===== src/rtl/eif_pkg.sv =====
`timescale 1ns/1ps
package eif_pkg;

  // decoded view of one bus cycle, shared between the bus port and the top
  typedef struct packed {
    logic hit;      // address matches the register
    logic rd;       // plain read
    logic rd_all;   // read phase of a read-modify-write
    logic wr_up;    // write that reaches the flag byte lane
  } eif_bus_t;

endpackage


===== src/rtl/eif_rst_sync.sv =====
`timescale 1ns/1ps
module eif_rst_sync #(
  parameter int STAGES = 2
) (
  input  logic clk,
  input  logic arst_n,
  output logic srst_n
);

  logic [STAGES-1:0] chain_q;
  logic [STAGES-1:0] chain_d;

  always_comb begin
    chain_d = {chain_q[STAGES-2:0], 1'b1};
  end

  always_ff @(posedge clk or negedge arst_n) begin
    if (!arst_n) chain_q <= '0;
    else         chain_q <= chain_d;
  end

  assign srst_n = chain_q[STAGES-1];

endmodule


===== src/rtl/eif_pin_sync.sv =====
`timescale 1ns/1ps
module eif_pin_sync #(
  parameter int WIDTH  = 8,
  parameter int STAGES = 2
) (
  input  logic             clk,
  input  logic             rst_n,
  input  logic [WIDTH-1:0] pin_raw,
  output logic [WIDTH-1:0] pin_sync
);

  genvar g;
  generate
    for (g = 0; g < WIDTH; g++) begin : g_pin
      logic [STAGES-1:0] stg_q;
      logic [STAGES-1:0] stg_d;

      always_comb begin
        stg_d = {stg_q[STAGES-2:0], pin_raw[g]};
      end

      always_ff @(posedge clk or negedge rst_n) begin
        if (!rst_n) stg_q <= '0;
        else        stg_q <= stg_d;
      end

      assign pin_sync[g] = stg_q[STAGES-1];
    end
  endgenerate

endmodule


===== src/rtl/eif_bus_port.sv =====
`timescale 1ns/1ps
module eif_bus_port
  import eif_pkg::*;
#(
  parameter int              ADDR_W    = 8,
  parameter int              DATA_W    = 16,
  parameter int              NUM_FLAGS = 8,
  parameter logic [ADDR_W-1:0] REG_ADDR = '0
) (
  input  logic [ADDR_W-1:0]   addr,
  input  logic                wr,
  input  logic                rd,
  input  logic                rmw,
  input  logic [DATA_W-1:0]   wdata,
  input  logic [DATA_W/8-1:0] strb,
  input  logic [NUM_FLAGS-1:0] flags,
  output logic [NUM_FLAGS-1:0] clr_vec,
  output logic [DATA_W-1:0]   rdata,
  output eif_bus_t            dec
);

  localparam int STRB_W   = DATA_W / 8;
  localparam int FLAG_LSB = DATA_W - NUM_FLAGS;

  always_comb begin
    dec.hit    = (addr == REG_ADDR);
    dec.rd     = dec.hit && rd && !rmw;
    dec.rd_all = dec.hit && rd && rmw;
    dec.wr_up  = dec.hit && wr && strb[STRB_W-1];
  end

  // a zero in a flag position of an accepted write requests a clear
  always_comb begin
    clr_vec = '0;
    if (dec.wr_up) clr_vec = ~wdata[DATA_W-1:FLAG_LSB];
  end

  always_comb begin
    rdata = '0;
    if (dec.rd_all)  rdata[DATA_W-1:FLAG_LSB] = '1;
    else if (dec.rd) rdata[DATA_W-1:FLAG_LSB] = flags;
  end

endmodule


===== src/rtl/eif_flag_bank.sv =====
`timescale 1ns/1ps
module eif_flag_bank #(
  parameter int N = 8
) (
  input  logic         clk,
  input  logic         rst_n,
  input  logic [N-1:0] set_vec,
  input  logic [N-1:0] clr_vec,
  input  logic [N-1:0] en_mask,
  output logic [N-1:0] flags,
  output logic         irq
);

  logic [N-1:0] flags_q;
  logic [N-1:0] flags_d;
  logic         upd_en;

  // set has priority over clear so that no request is lost
  always_comb begin
    upd_en  = (|set_vec) || (|clr_vec);
    flags_d = (flags_q & ~clr_vec) | set_vec;
  end

  always_ff @(posedge clk or negedge rst_n) begin
    if (!rst_n)      flags_q <= '0;
    else if (upd_en) flags_q <= flags_d;
  end

  assign flags = flags_q;
  assign irq   = |(flags_q & en_mask);

  // every set request is present after the edge, even under a clear
  a_r9_set_wins: assert property (@(posedge clk) disable iff (!rst_n)
    (|set_vec) |=> ((flags_q & $past(set_vec)) == $past(set_vec)));

  // a cleared bit without a concurrent set reads 0 afterwards
  a_r4_clear_takes: assert property (@(posedge clk) disable iff (!rst_n)
    (|(clr_vec & ~set_vec)) |=> ((flags_q & $past(clr_vec & ~set_vec)) == '0));

  // a flag only falls where a clear was requested
  a_r5_no_stray_clear: assert property (@(posedge clk) disable iff (!rst_n)
    1'b1 |=> (((~flags_q & $past(flags_q)) & ~$past(clr_vec)) == '0));

endmodule


===== src/rtl/ext_irq_flag_reg.sv =====
`timescale 1ns/1ps
module ext_irq_flag_reg
  import eif_pkg::*;
#(
  parameter int                ADDR_W    = 8,
  parameter int                DATA_W    = 16,
  parameter int                NUM_PINS  = 8,
  parameter int                SYNC_LEN  = 2,
  parameter logic [ADDR_W-1:0] REG_ADDR  = 8'h40
) (
  input  logic                clk,
  input  logic                rst_n,
  input  logic [ADDR_W-1:0]   bus_addr,
  input  logic                bus_wr,
  input  logic                bus_rd,
  input  logic                bus_rmw,
  input  logic [DATA_W-1:0]   bus_wdata,
  input  logic [DATA_W/8-1:0] bus_strb,
  output logic [DATA_W-1:0]   bus_rdata,
  input  logic [NUM_PINS-1:0] evt_det,
  input  logic [NUM_PINS-1:0] pin_lvl,
  input  logic                stop_req,
  input  logic [NUM_PINS-1:0] irq_en,
  output logic                irq
);

  localparam int STRB_W = DATA_W / 8;

  logic                rst_int_n;
  logic [NUM_PINS-1:0] pin_s;
  logic [NUM_PINS-1:0] flags_q;
  logic [NUM_PINS-1:0] clr_vec;
  logic [NUM_PINS-1:0] set_vec;
  eif_bus_t            dec;

  eif_rst_sync #(.STAGES(SYNC_LEN)) u_rst (
    .clk    (clk),
    .arst_n (rst_n),
    .srst_n (rst_int_n)
  );

  eif_pin_sync #(.WIDTH(NUM_PINS), .STAGES(SYNC_LEN)) u_sync (
    .clk      (clk),
    .rst_n    (rst_int_n),
    .pin_raw  (pin_lvl),
    .pin_sync (pin_s)
  );

  eif_bus_port #(
    .ADDR_W(ADDR_W), .DATA_W(DATA_W), .NUM_FLAGS(NUM_PINS), .REG_ADDR(REG_ADDR)
  ) u_bus (
    .addr    (bus_addr),
    .wr      (bus_wr),
    .rd      (bus_rd),
    .rmw     (bus_rmw),
    .wdata   (bus_wdata),
    .strb    (bus_strb),
    .flags   (flags_q),
    .clr_vec (clr_vec),
    .rdata   (bus_rdata),
    .dec     (dec)
  );

  // stop state turns a synchronized high level into a set request
  always_comb begin
    set_vec = evt_det | (pin_s & {NUM_PINS{stop_req}});
  end

  eif_flag_bank #(.N(NUM_PINS)) u_bank (
    .clk     (clk),
    .rst_n   (rst_int_n),
    .set_vec (set_vec),
    .clr_vec (clr_vec),
    .en_mask (irq_en),
    .flags   (flags_q),
    .irq     (irq)
  );

  // a flag can only fall after an accepted upper-lane write to the register
  a_r6_ignored_write: assert property (@(posedge clk) disable iff (!rst_int_n)
    !(bus_wr && (bus_addr == REG_ADDR) && bus_strb[STRB_W-1])
      |=> ((~flags_q & $past(flags_q)) == '0));

  // a synchronized high pin in stop state shows as a set flag one edge later
  a_r8_stop_level: assert property (@(posedge clk) disable iff (!rst_int_n)
    (stop_req && (|pin_s)) |=> (($past(pin_s) & ~flags_q) == '0));

  // the read-modify-write read never reports a cleared flag position
  a_r7_rmw_ones: assert property (@(posedge clk) disable iff (!rst_int_n)
    (dec.rd_all) |-> (bus_rdata[DATA_W-1 -: NUM_PINS] == '1));

endmodule


===== config.mk =====
export PLATFORM = sky130hd
export DESIGN_NAME = ext_irq_flag_reg
export DESIGN_NICKNAME = d
export VERILOG_FILES = /design/src/rtl/eif_pkg.sv /design/src/rtl/eif_rst_sync.sv /design/src/rtl/eif_pin_sync.sv /design/src/rtl/eif_bus_port.sv /design/src/rtl/eif_flag_bank.sv /design/src/rtl/ext_irq_flag_reg.sv
export SDC_FILE = /design/constraint.sdc
export NUM_CORES = 1
export LEC_CHECK = 0
export ABC_AREA = 1
export BUFFER_PORTS_ARGS = -buffer_cell sky130_fd_sc_hd__buf_2
export CELL_PAD_IN_SITES_DETAIL_PLACEMENT = 1
export CELL_PAD_IN_SITES_GLOBAL_PLACEMENT = 1
export CORE_ASPECT_RATIO = 2
export CORE_MARGIN = 2
export CORE_UTILIZATION = 28
export DETAILED_ROUTE_END_ITERATION = 10
export PLACE_DENSITY = 0.76
export SYNTH_ARGS = -nofsm -noshare
export SYNTH_HDL_FRONTEND = slang
export SYNTH_SLANG_ARGS = --single-unit

===== constraint.sdc =====
create_clock -name clk -period 1.2 [get_ports clk]
set_input_delay 0.24 -clock clk [delete_from_list [all_inputs] [get_ports clk]]
set_output_delay 0.24 -clock clk [all_outputs]
set_load 0.01 [all_outputs]

==> PnR_summary.wiki, run 1 <==
{| class="wikitable"
! Metric !! Value
|-
| Diode insertion count for antenna repair || 0
|-
| RSZ-0062 raised after global routing || yes
|-
| Cell variety after synth || 15
|-
| Fin nets || 247
|-
| Ranking of synthesized cells by area || dfrtp_1 61%, nand2_1 9.5%, nor2_1 6.7%
|-
| Routed vias/inst || 4.272
|-
| Number of warning messages in the yosys log || 0
|-
| Sum of routed wire length over all layers || ~2900 um
|-
| Io pins || 73
|-
| Synthesis-to-layout area growth || 52.82%
|-
| Fraction of synthesized cell area taken by the top area cell type || 0.6118
|-
| CTS root buffer || clkbuf_8
|-
| Startpoint kind of the worst setup timing path || register
|-
| Fraction of final layout cells with drive strength greater than 1 || 0.4632
|-
| Proportion of synthesized area in mux cells || 0
|-
| Final Cycle Share || 1.204
|-
| Ordered list of cells on the worst path || nand2_1 -> nand4_1 -> or2_4 -> buf_6
|-
| Register-to-register path setup slack || 0.22 ns
|-
| Clock Path Buffers || 2
|-
| TritonCTS buffer count || 3
|-
| Violated checks || negative setup slack
|-
| Core area || 3646 um^2
|-
| Worst endpoint required time || 0.96 ns
|-
| Overall overflow remaining after global route || 0
|-
| Buffers on Ports || 55
|-
| Worst stage delay on the critical path || 0.40 ns
|-
| Status || finished with violations
|-
| CTS tree || yes
|-
| Layout filler cell count || 487
|-
| Number of max-slew violations in the final report || 0
|-
| Count of endpoints failing setup in the final report || 9
|-
| Static Leakage || 0.8984 nW
|-
| Largest delay share family, worst path || simple AND/OR/NAND/NOR gates
|-
| Global-route usage over all layers || 0.1415
|-
| Worst vdd rail ir drop || 1.098 mV
|-
| Register bit count reported by yosys || 26
|-
| Die outline area || 4337 um^2
|-
| Category of the critical setup timing path || register to output port
|-
| Effective utilization at floorplan || 0.2917
|-
| Overall power || 0.001781 W
|-
| Width of the die || between 40 and 50 um
|-
| Post-route DRC violation count || 0
|-
| CP max FO || 2
|-
| Sequential fraction of the synthesis area || 0.6118
|-
| Count of max-cap constraint violations || 0
|-
| Iteration-0 DRC count of the detailed router || 7
|-
| Cell type with the largest total area after synthesis || dfrtp_1
|-
| Maximum level of the CTS H-tree || 1
|-
| Number of nets still failing antenna checks after routing || 0
|-
| Post-layout minimum cycle time || 1.445 ns
|-
| Number of failing hold endpoints at the final stage || 0
|-
| Post-Route Skew || just over 0.005 ns
|-
| Row Count || 31
|-
| Maximum number of pins on one net before global-route repair || 16
|-
| Power per unit of standard cell area || 1096 nW/um^2
|-
| Antenna violations before repair || 0
|-
| Tightest Hold Check Type || input pin to register
|-
| Worst-Skew Late Latency || between 0.2 and 0.3 ns
|-
| Half-perimeter wire length of the detailed placement result || 2298 um
|-
| Maximum clock frequency || 0.6921 GHz
|-
| Xor-xnor portion of the synthesized cell area || 0
|-
| First-pass GRT wire length || 4457 um
|-
| Chip height || a little over 90 um
|-
| DR WL/cell || around 12 um
|-
| CTS clk-pin slew, worst paths || 0.08 ns
|-
| Vias || 1021
|-
| Number of global-route vias before repair || 1052
|-
| Global placer's final weighted congestion || 0.7909
|-
| Synth Area in Compound Gates || 0.03765
|-
| Synthesized area divided by synthesized cell count || 9.168 um^2
|-
| Largest family of logic cells by synthesized area || simple AND/OR/NAND/NOR gates
|-
| Least setup slack across all paths after layout || -0.2448 ns
|-
| Synthesized instance count || approximately 120
|-
| Post-route worst hold slack || 0.06899 ns
|-
| Adder-cell share of the synthesized area || 0
|-
| Post-synthesis instance area || 1064 um^2
|-
| WP data arrival || 1.20 ns
|-
| DR pass1 iterations || 2
|-
| Max stage delay cell, worst path || dfrtp_1
|-
| Total clock sinks || 26
|-
| Post-synthesis simple-gate area fraction || 0.2447
|-
| Crit. End Element || output port
|-
| Buffers and inverters on the worst path || 1
|}
[area by class of cell]
cell class / instances / area (um^2) / area share
repair buffers: 73 / 437.9 / 0.2694
well taps: 49 / 61.31 / 0.03772
clock buffers: 3 / 41.29 / 0.02540
multi-input cells: 77 / 366.6 / 0.2256
clock inverters: 1 / 30.03 / 0.01848
flip-flops and latches: 26 / 650.6 / 0.4003
inverters: 10 / 37.54 / 0.02309
[layout by cell type, fill, tap and decap left out, drive strengths merged]
master | synthesis | layout
a21oi | 8 | 8
buf | 9 | 72
bufinv | 0 | 1
clkbuf | 1 | 3
conb | 2 | 9
dfrtp | 26 | 26
dlygate4sd3 | 0 | 1
inv | 10 | 10
nand2 | 28 | 28
nand3 | 8 | 8
nand4 | 2 | 2
nor2 | 21 | 21
or2 | 1 | 1
[per-stage QoR]
step | setup TNS [ns] | util | area [um^2] | setup slack [ns] | std cells
floorplan | 0 | - | 1090 | 0.08506 | 123
global placement | -0.004514 | 0.3892 | 1419 | -0.002969 | 225
detailed placement | -0.2737 | 0.3892 | 1419 | -0.05727 | 225
CTS | -1.098 | 0.4321 | 1575 | -0.2379 | 235
global route | -1.923 | 0.4458 | 1625 | -0.3041 | 239
finish | -1.400 | 0.4458 | 1625 | -0.2448 | 239
[Yosys cell counts (all sizes together)]
library cell  count
nand2            28
dfrtp            26
nor2             21
inv              10
buf               9
a21oi             8
nand3             8
conb              2
nand4             2
clkbuf            1
or2               1
[sequential cells by signal, indices dropped and copies added, names as in the netlist]
signal,flops
u_sync.g_pin.stg_q,16
u_bank.flags,8
u_rst.chain_q,2
[kinds of logic (layout without fill, tap and decap cells)]
| group | count (synthesis) | after routing |
|---|---|---|
| AND/OR/NAND/NOR | 60 | 60 |
| AO/OA/AOI/OAI | 8 | 8 |
| other | 2 | 9 |
| buffers and inverters | 20 | 87 |
| flip-flops | 26 | 26 |
[path summary, 6_finish.rpt]
kind,depth (start not counted),from,end
max,4,u_bank.flags[6],irq
min reg2reg,1,u_rst.chain_q[1],u_bank.flags[5]
max reg2reg,5,u_bank.flags[5],u_bank.flags[5]
min,1,pin_lvl[0],u_sync.g_pin[0].stg_q[0]
max in group asynchronous,2,rst_n,u_rst.chain_q[0]
min in group asynchronous,1,u_rst.chain_q[1],u_bank.flags[5]
[repair_timing]
item                       in CTS  in global routing
setup endpoints to repair       9                  9
gates resized for setup        11                  6
buffers inserted                5                  5
hold endpoints to repair        2                  0
hold buffers                    1                  0
pin swaps                      10                  6
[layer usage]
layer | track usage | vias up | share of wire
li1 | - | 484 | -
met2 | 0.2568 | 48 | 0.56
met3 | 0.01193 | 3 | 0.067
met4 | 0.06081 | 0 | 0.018
met1 | 0.1518 | 486 | 0.35
met5 | 0 | - | 0
[where the power goes]
group	switching (W)	total (W)	internal (W)
sequential	0.00000833	0.000914	0.000906
combinational	0.0000865	0.000161	0.0000744
clock	0.000259	0.000706	0.000446
[worst reg2reg max path, stage by stage, from the launching register on]
cell     delay, ns
dfrtp_1       0.39
buf_4         0.14
buf_6         0.11
buf_4         0.12
nand2_1       0.06
nand2_1       0.05
(Power assumes the default switching activity.)
==> run 2, diff against run 1 <==
--- a/config.mk
+++ b/config.mk
@@ -10,7 +10,6 @@
 export CELL_PAD_IN_SITES_DETAIL_PLACEMENT = 1
 export CELL_PAD_IN_SITES_GLOBAL_PLACEMENT = 1
 export CORE_ASPECT_RATIO = 2
-export CORE_MARGIN = 2
 export CORE_UTILIZATION = 28
 export DETAILED_ROUTE_END_ITERATION = 10
 export PLACE_DENSITY = 0.76
==> constraint.sdc (replaced) <==
create_clock -name clk -period 1.2 [get_ports clk]
set_input_delay 0.24 -clock clk [delete_from_list [all_inputs] [get_ports clk]]
set_output_delay 0.24 -clock clk [all_outputs]
set_load 0.1 [all_outputs]
==> PnR_summary.wiki, run 2 (synthesized netlist as in run 1, its figures left out) <==
{| class="wikitable"
! Metric !! Value
|-
| Number of failing hold endpoints at the final stage || 0
|-
| Sum of routed wire length over all layers || 2842 um
|-
| Top register by number of flip-flops || u_sync.g_pin.stg_q
|-
| Fin nets || 240
|-
| Width of the die || 45.58 um
|-
| TritonCTS buffer count || 3
|-
| Largest delay share family, worst path || simple AND/OR/NAND/NOR gates
|-
| Placed insts || roughly 230
|-
| Row Count || 31
|-
| CTS clk-pin slew, worst paths || around 0.080 ns
|-
| Number of nets still failing antenna checks after routing || 0
|-
| Global placer's final weighted congestion || roughly 0.75
|-
| Startpoint kind of the worst setup timing path || register
|-
| Iteration-0 DRC count of the detailed router || 2
|-
| Maximum level of the CTS H-tree || 1
|-
| Crit. End Element || output port
|-
| Post-Route Skew || 0.001776 ns
|-
| Vias || 976
|-
| Number of max-slew violations in the final report || 0
|-
| DR WL/cell || 12.30 um
|-
| Cells on worst reg2reg path || 3
|-
| Diode insertion count for antenna repair || 0
|-
| Cells on Worst Hold Path || 1
|-
| Power per unit of standard cell area || 915.9 nW/um^2
|-
| Worst vdd rail ir drop || 0.8327 mV
|-
| CTS root buffer || clkbuf_8
|-
| Count of endpoints failing setup in the final report || 9
|-
| RSZ-0062 raised after global routing || yes
|-
| Most common cell after layout, fill and taps aside || buf_2
|-
| Worst endpoint required time || 0.96 ns
|-
| Count of max-cap constraint violations || 0
|-
| Worst stage delay on the critical path || roughly 0.40 ns
|-
| WP data arrival || 1.27 ns
|-
| Antenna violations before repair || 0
|-
| Maximum clock frequency || 0.6637 GHz
|-
| Ordered list of cells on the worst path || nand2_1 -> nand4_1 -> or2_4 -> buf_12
|-
| Category of the critical setup timing path || register to output port
|-
| Flip-flop count of the largest register, all copies and words added || 16
|-
| Static Leakage || 0.8861 nW
|-
| Global-route usage over all layers || 0.1492
|-
| Overall overflow remaining after global route || 0
|-
| Post-layout minimum cycle time || 1.507 ns
|-
| Beginning of the worst register-to-register path || u_bank.flags[7]
|-
| Core area || 3607 um^2
|-
| Status || finished with violations
|-
| Post-route DRC violation count || 0
|-
| Synthesis-to-layout area growth || 71.65%
|-
| Register-to-register path setup slack || 0.43 ns
|-
| Number of global-route vias before repair || 1068
|-
| Max stage delay cell, worst path || dfrtp_1
|-
| Half-perimeter wire length of the detailed placement result || 2425 um
|-
| Post-place setup slack || -0.2101 ns
|-
| Worst-Skew Late Latency || 0.26 ns
|-
| CTS tree || yes
|-
| Violated checks || negative setup slack
|-
| Maximum number of pins on one net before global-route repair || 16
|-
| Fraction of final layout cells with drive strength greater than 1 || 0.5165
|-
| Buffers and inverters on the worst path || 1
|-
| DR pass1 iterations || 2
|-
| Effective utilization at floorplan || 0.2948
|-
| Die outline area || between 4000 and 5000 um^2
|-
| Clock Path Buffers || 2
|-
| Least setup slack across all paths after layout || -0.3067 ns
|-
| First-pass GRT wire length || 4305 um
|-
| Routed vias/inst || ~4.2
|-
| R2r endpoint || u_bank.flags[7]
|-
| Total clock sinks || 26
|-
| Tightest Hold Check Type || input pin to register
|-
| Post-route worst hold slack || around 0.077 ns
|-
| Critical hold path startpoint || pin_lvl[4]
|-
| Chip height || 89.16 um
|-
| Buffers on Ports || between 50 and 60
|-
| Io pins || 73
|-
| CP max FO || 2
|-
| Number of standard cells in the layout, taps in and fillers out || 231
|-
| Hold Path End || u_sync.g_pin[4].stg_q[0]
|-
| Final Cycle Share || 1.256
|-
| Most used cells in the layout excluding fill and tap cells || 43 x buf_2, 26 x dfrtp_1, 25 x nand2_1, 21 x nor2_4, 10 x buf_12
|}
==> run 2: cell count changes in the layout (fill, tap and decap cells not counted), moves of 3 or more <==
| cell | delta |
|---|---|
| nor2_4 | +18 |
| buf_2 | -11 |
| nor2_1 | -11 |
| buf_12 | +10 |
| nor2_2 | -7 |
| buf_4 | -4 |
| buf_6 | -3 |
==> run 2: stage by stage <==
stage	cell area [um^2]	total power, W	utilization	TNS [ns]
after floorplan	1181	0.001115	-	-2.456
after global placement	1658	0.001194	0.4596	-1.448
after detailed placement	1658	0.001204	0.4596	-1.684
after CTS	1810	0.001673	0.5019	-1.611
after global routing	1826	0.001741	0.5061	-2.046
final	1826	0.001672	0.5061	-1.509
==> run 2: area by class of cell <==
| type | instances | area, um^2 |
|---|---|---|
| inverters | 10 | 40.04 |
| fillers | 431 | 1782 |
| multi-input cells | 77 | 498.0 |
| repair buffers | 66 | 534.3 |
| well taps | 49 | 61.31 |
| clock buffers | 3 | 41.29 |
| flip-flops and latches | 26 | 650.6 |
==> run 2: power by group <==
part	internal, W	leakage [nW]	switching [W]
Sequential	0.000906	0.280	0.0000147
Clock	0.000224	0.0216	0.000239
Combinational	0.0000910	0.585	0.000197
==> run 2: worst max path at each step <==
stage,slack (ns),endpoint,cells after the start,startpoint
6_report,-0.31,irq,4,u_bank.flags[7]
5_1_grt,-0.36,irq,4,u_bank.flags[6]
4_1_cts,-0.32,irq,4,u_bank.flags[7]
3_5_place_dp,-0.21,bus_rdata[12],7,bus_addr[5]
3_3_place_gp,-0.18,bus_rdata[12],7,bus_addr[5]
2_1_floorplan,-0.32,bus_rdata[11],5,bus_addr[5]
==> run 2: routing by layer <==
layer	vias up	routed length, um	GRT usage
li1	470	-	-
met1	459	777	0.1247
met2	42	1870	0.3182
met3	5	155	0.02020
met4	0	38	0.04683
met5	-	0	0
==> run 2: what timing repair did <==
item | in CTS | in global routing
hold buffers | 1 | 0
endpoints found under the setup margin | 9 | 9
gates cloned | 0 | 0
gates resized for setup | 26 | 3
endpoints found under the hold margin | 2 | 0
buffers inserted | 0 | 0
pin swaps | 15 | 1
==> run 3, diff against run 2 <==
--- a/config.mk
+++ b/config.mk
@@ -10,6 +10,7 @@
 export CELL_PAD_IN_SITES_DETAIL_PLACEMENT = 1
 export CELL_PAD_IN_SITES_GLOBAL_PLACEMENT = 1
 export CORE_ASPECT_RATIO = 2
+export CORE_MARGIN = 8
 export CORE_UTILIZATION = 28
 export DETAILED_ROUTE_END_ITERATION = 10
 export PLACE_DENSITY = 0.76
==> PnR_summary.wiki, run 3 (synthesized netlist as in run 1, its figures left out) <==
{| class="wikitable"
! Metric !! Value
|-
| Buffers on Ports || 55
|-
| Violated checks || negative setup slack
|-
| TritonCTS buffer count || 3
|-
| Worst-Skew Late Latency || 0.27 ns
|-
| Sum of routed wire length over all layers || 3530 um
|-
| Overall overflow remaining after global route || 0
|-
| Antenna violations before repair || 0
|-
| Effective utilization at floorplan || 0.2917
|-
| Number of global-route vias before repair || 1141
|-
| Post-Route Skew || 0.002089 ns
|-
| Number of max-slew violations in the final report || 0
|-
| CP max FO || 2
|-
| Vias || 1005
|-
| Row Count || 31
|-
| Post-place setup slack || -0.2094 ns
|-
| Count of endpoints failing setup in the final report || 9
|-
| WP data arrival || ~1.3 ns
|-
| Beginning of the worst register-to-register path || u_bank.flags[5]
|-
| Flip-flop count of the largest register, all copies and words added || 16
|-
| Top register by number of flip-flops || u_sync.g_pin.stg_q
|-
| Io pins || 73
|-
| CTS tree || yes
|-
| Post-route worst hold slack || about 0.07 ns
|-
| Fin nets || 244
|-
| Critical hold path startpoint || pin_lvl[3]
|-
| Crit. End Element || output port
|-
| CTS clk-pin slew, worst paths || 0.08 ns
|-
| Startpoint kind of the worst setup timing path || register
|-
| CTS root buffer || clkbuf_8
|-
| Number of failing hold endpoints at the final stage || 0
|-
| R2r endpoint || u_bank.flags[5]
|-
| Chip height || about 100 um
|-
| Global placer's final weighted congestion || approximately 0.8
|-
| Category of the critical setup timing path || register to output port
|-
| Post-route DRC violation count || 0
|-
| Final Cycle Share || 1.277
|-
| Maximum clock frequency || 0.6528 GHz
|-
| Worst vdd rail ir drop || 0.9031 mV
|-
| Maximum number of pins on one net before global-route repair || 15
|-
| Least setup slack across all paths after layout || -0.3320 ns
|-
| Number of nets still failing antenna checks after routing || 0
|-
| Register-to-register path setup slack || 0.31 ns
|-
| Cells on worst reg2reg path || 4
|-
| Global-route usage over all layers || 0.1162
|-
| Status || finished with violations
|-
| Routed vias/inst || 4.258
|-
| Width of the die || 59.58 um
|-
| Most common cell after layout, fill and taps aside || buf_2
|-
| Tightest Hold Check Type || input pin to register
|-
| Fraction of final layout cells with drive strength greater than 1 || 0.5294
|-
| Synthesis-to-layout area growth || 77.18%
|-
| Half-perimeter wire length of the detailed placement result || about 2800 um
|-
| Diode insertion count for antenna repair || 0
|-
| Hold Path End || u_sync.g_pin[3].stg_q[0]
|-
| Most used cells in the layout excluding fill and tap cells || 40 x buf_2, 26 x dfrtp_1, 25 x nand2_1, 19 x nor2_4, 13 x buf_6
|-
| Iteration-0 DRC count of the detailed router || 2
|-
| Clock Path Buffers || 2
|-
| DR pass1 iterations || 2
|-
| Power per unit of standard cell area || between 900 and 1000 nW/um^2
|-
| RSZ-0062 raised after global routing || yes
|-
| Total clock sinks || 26
|-
| Post-layout minimum cycle time || 1.532 ns
|-
| Die outline area || 6146 um^2
|-
| Core area || ~3600 um^2
|-
| Count of max-cap constraint violations || 0
|-
| Cells on Worst Hold Path || 1
|-
| Static Leakage || ~0.92 nW
|-
| First-pass GRT wire length || 5347 um
|-
| DR WL/cell || 14.96 um
|-
| Worst endpoint required time || 0.96 ns
|-
| Maximum level of the CTS H-tree || 1
|}
==> run 3: cell count changes in the layout (fill, tap and decap cells not counted), sizes merged <==
cell | before | now
buf | 65 | 69
clkbuf | 3 | 4
==> run 3: cell type report <==
type	instances	area [um^2]
Tap cell	49	61.31
Inverter	10	40.04
Timing Repair Buffer	70	589.3
Sequential cell	26	650.6
Fill cell	450	1762
Clock buffer	4	55.05
Multi-Input combinational cell	77	488.0
==> run 3: critical path, cell delays in order, from the launching register on <==
cell and delay (ns):
dfrtp_1 0.40, nand2_1 0.09, nand4_1 0.09, or2_4 0.27
buf_12 0.16
==> run 3: worst max path at each step <==
stage                     from            end  slack [ns]  cells past startpoint
2_1_floorplan      bus_addr[5]  bus_rdata[11]       -0.32                      5
3_3_place_gp       bus_addr[5]  bus_rdata[12]       -0.19                      7
3_5_place_dp       bus_addr[5]  bus_rdata[11]       -0.21                      7
4_1_cts        u_bank.flags[3]            irq       -0.31                      4
5_1_grt        u_bank.flags[3]            irq       -0.36                      4
6_report       u_bank.flags[3]            irq       -0.33                      4
==> run 3: stage by stage <==
stage / cell area, um^2 / power [W] / TNS, ns / utilization / instances
after floorplan: 1181 / 0.001115 / -2.456 / - / 123
after global placement: 1653 / 0.001190 / -1.446 / 0.4533 / 228
after detailed placement: 1653 / 0.001201 / -1.775 / 0.4533 / 228
after CTS: 1862 / 0.001787 / -1.757 / 0.5106 / 234
after global routing: 1884 / 0.001836 / -2.134 / 0.5168 / 236
final: 1884 / 0.001757 / -1.803 / 0.5168 / 236
==> run 3: repair_timing <==
action,CTS,global route
setup buffers,1,4
hold buffers,1,0
endpoints found under the hold margin,2,0
endpoints found under the setup margin,9,9
gates resized for setup,33,4
pin swaps,20,8
==> run 3: where the power goes <==
group | internal (W) | switching, W | total [W] | leakage (nW)
sequential | 0.000906 | 0.00000851 | 0.000914 | 0.280
combinational | 0.0000918 | 0.000201 | 0.000293 | 0.611
clock | 0.000293 | 0.000256 | 0.000549 | 0.0288
==> run 3: routing by layer <==
layer,part of all wire,track usage
met1,0.30,0.09903
met2,0.62,0.2418
met3,0.065,0.02875
met4,0.011,0.03333
met5,0,0
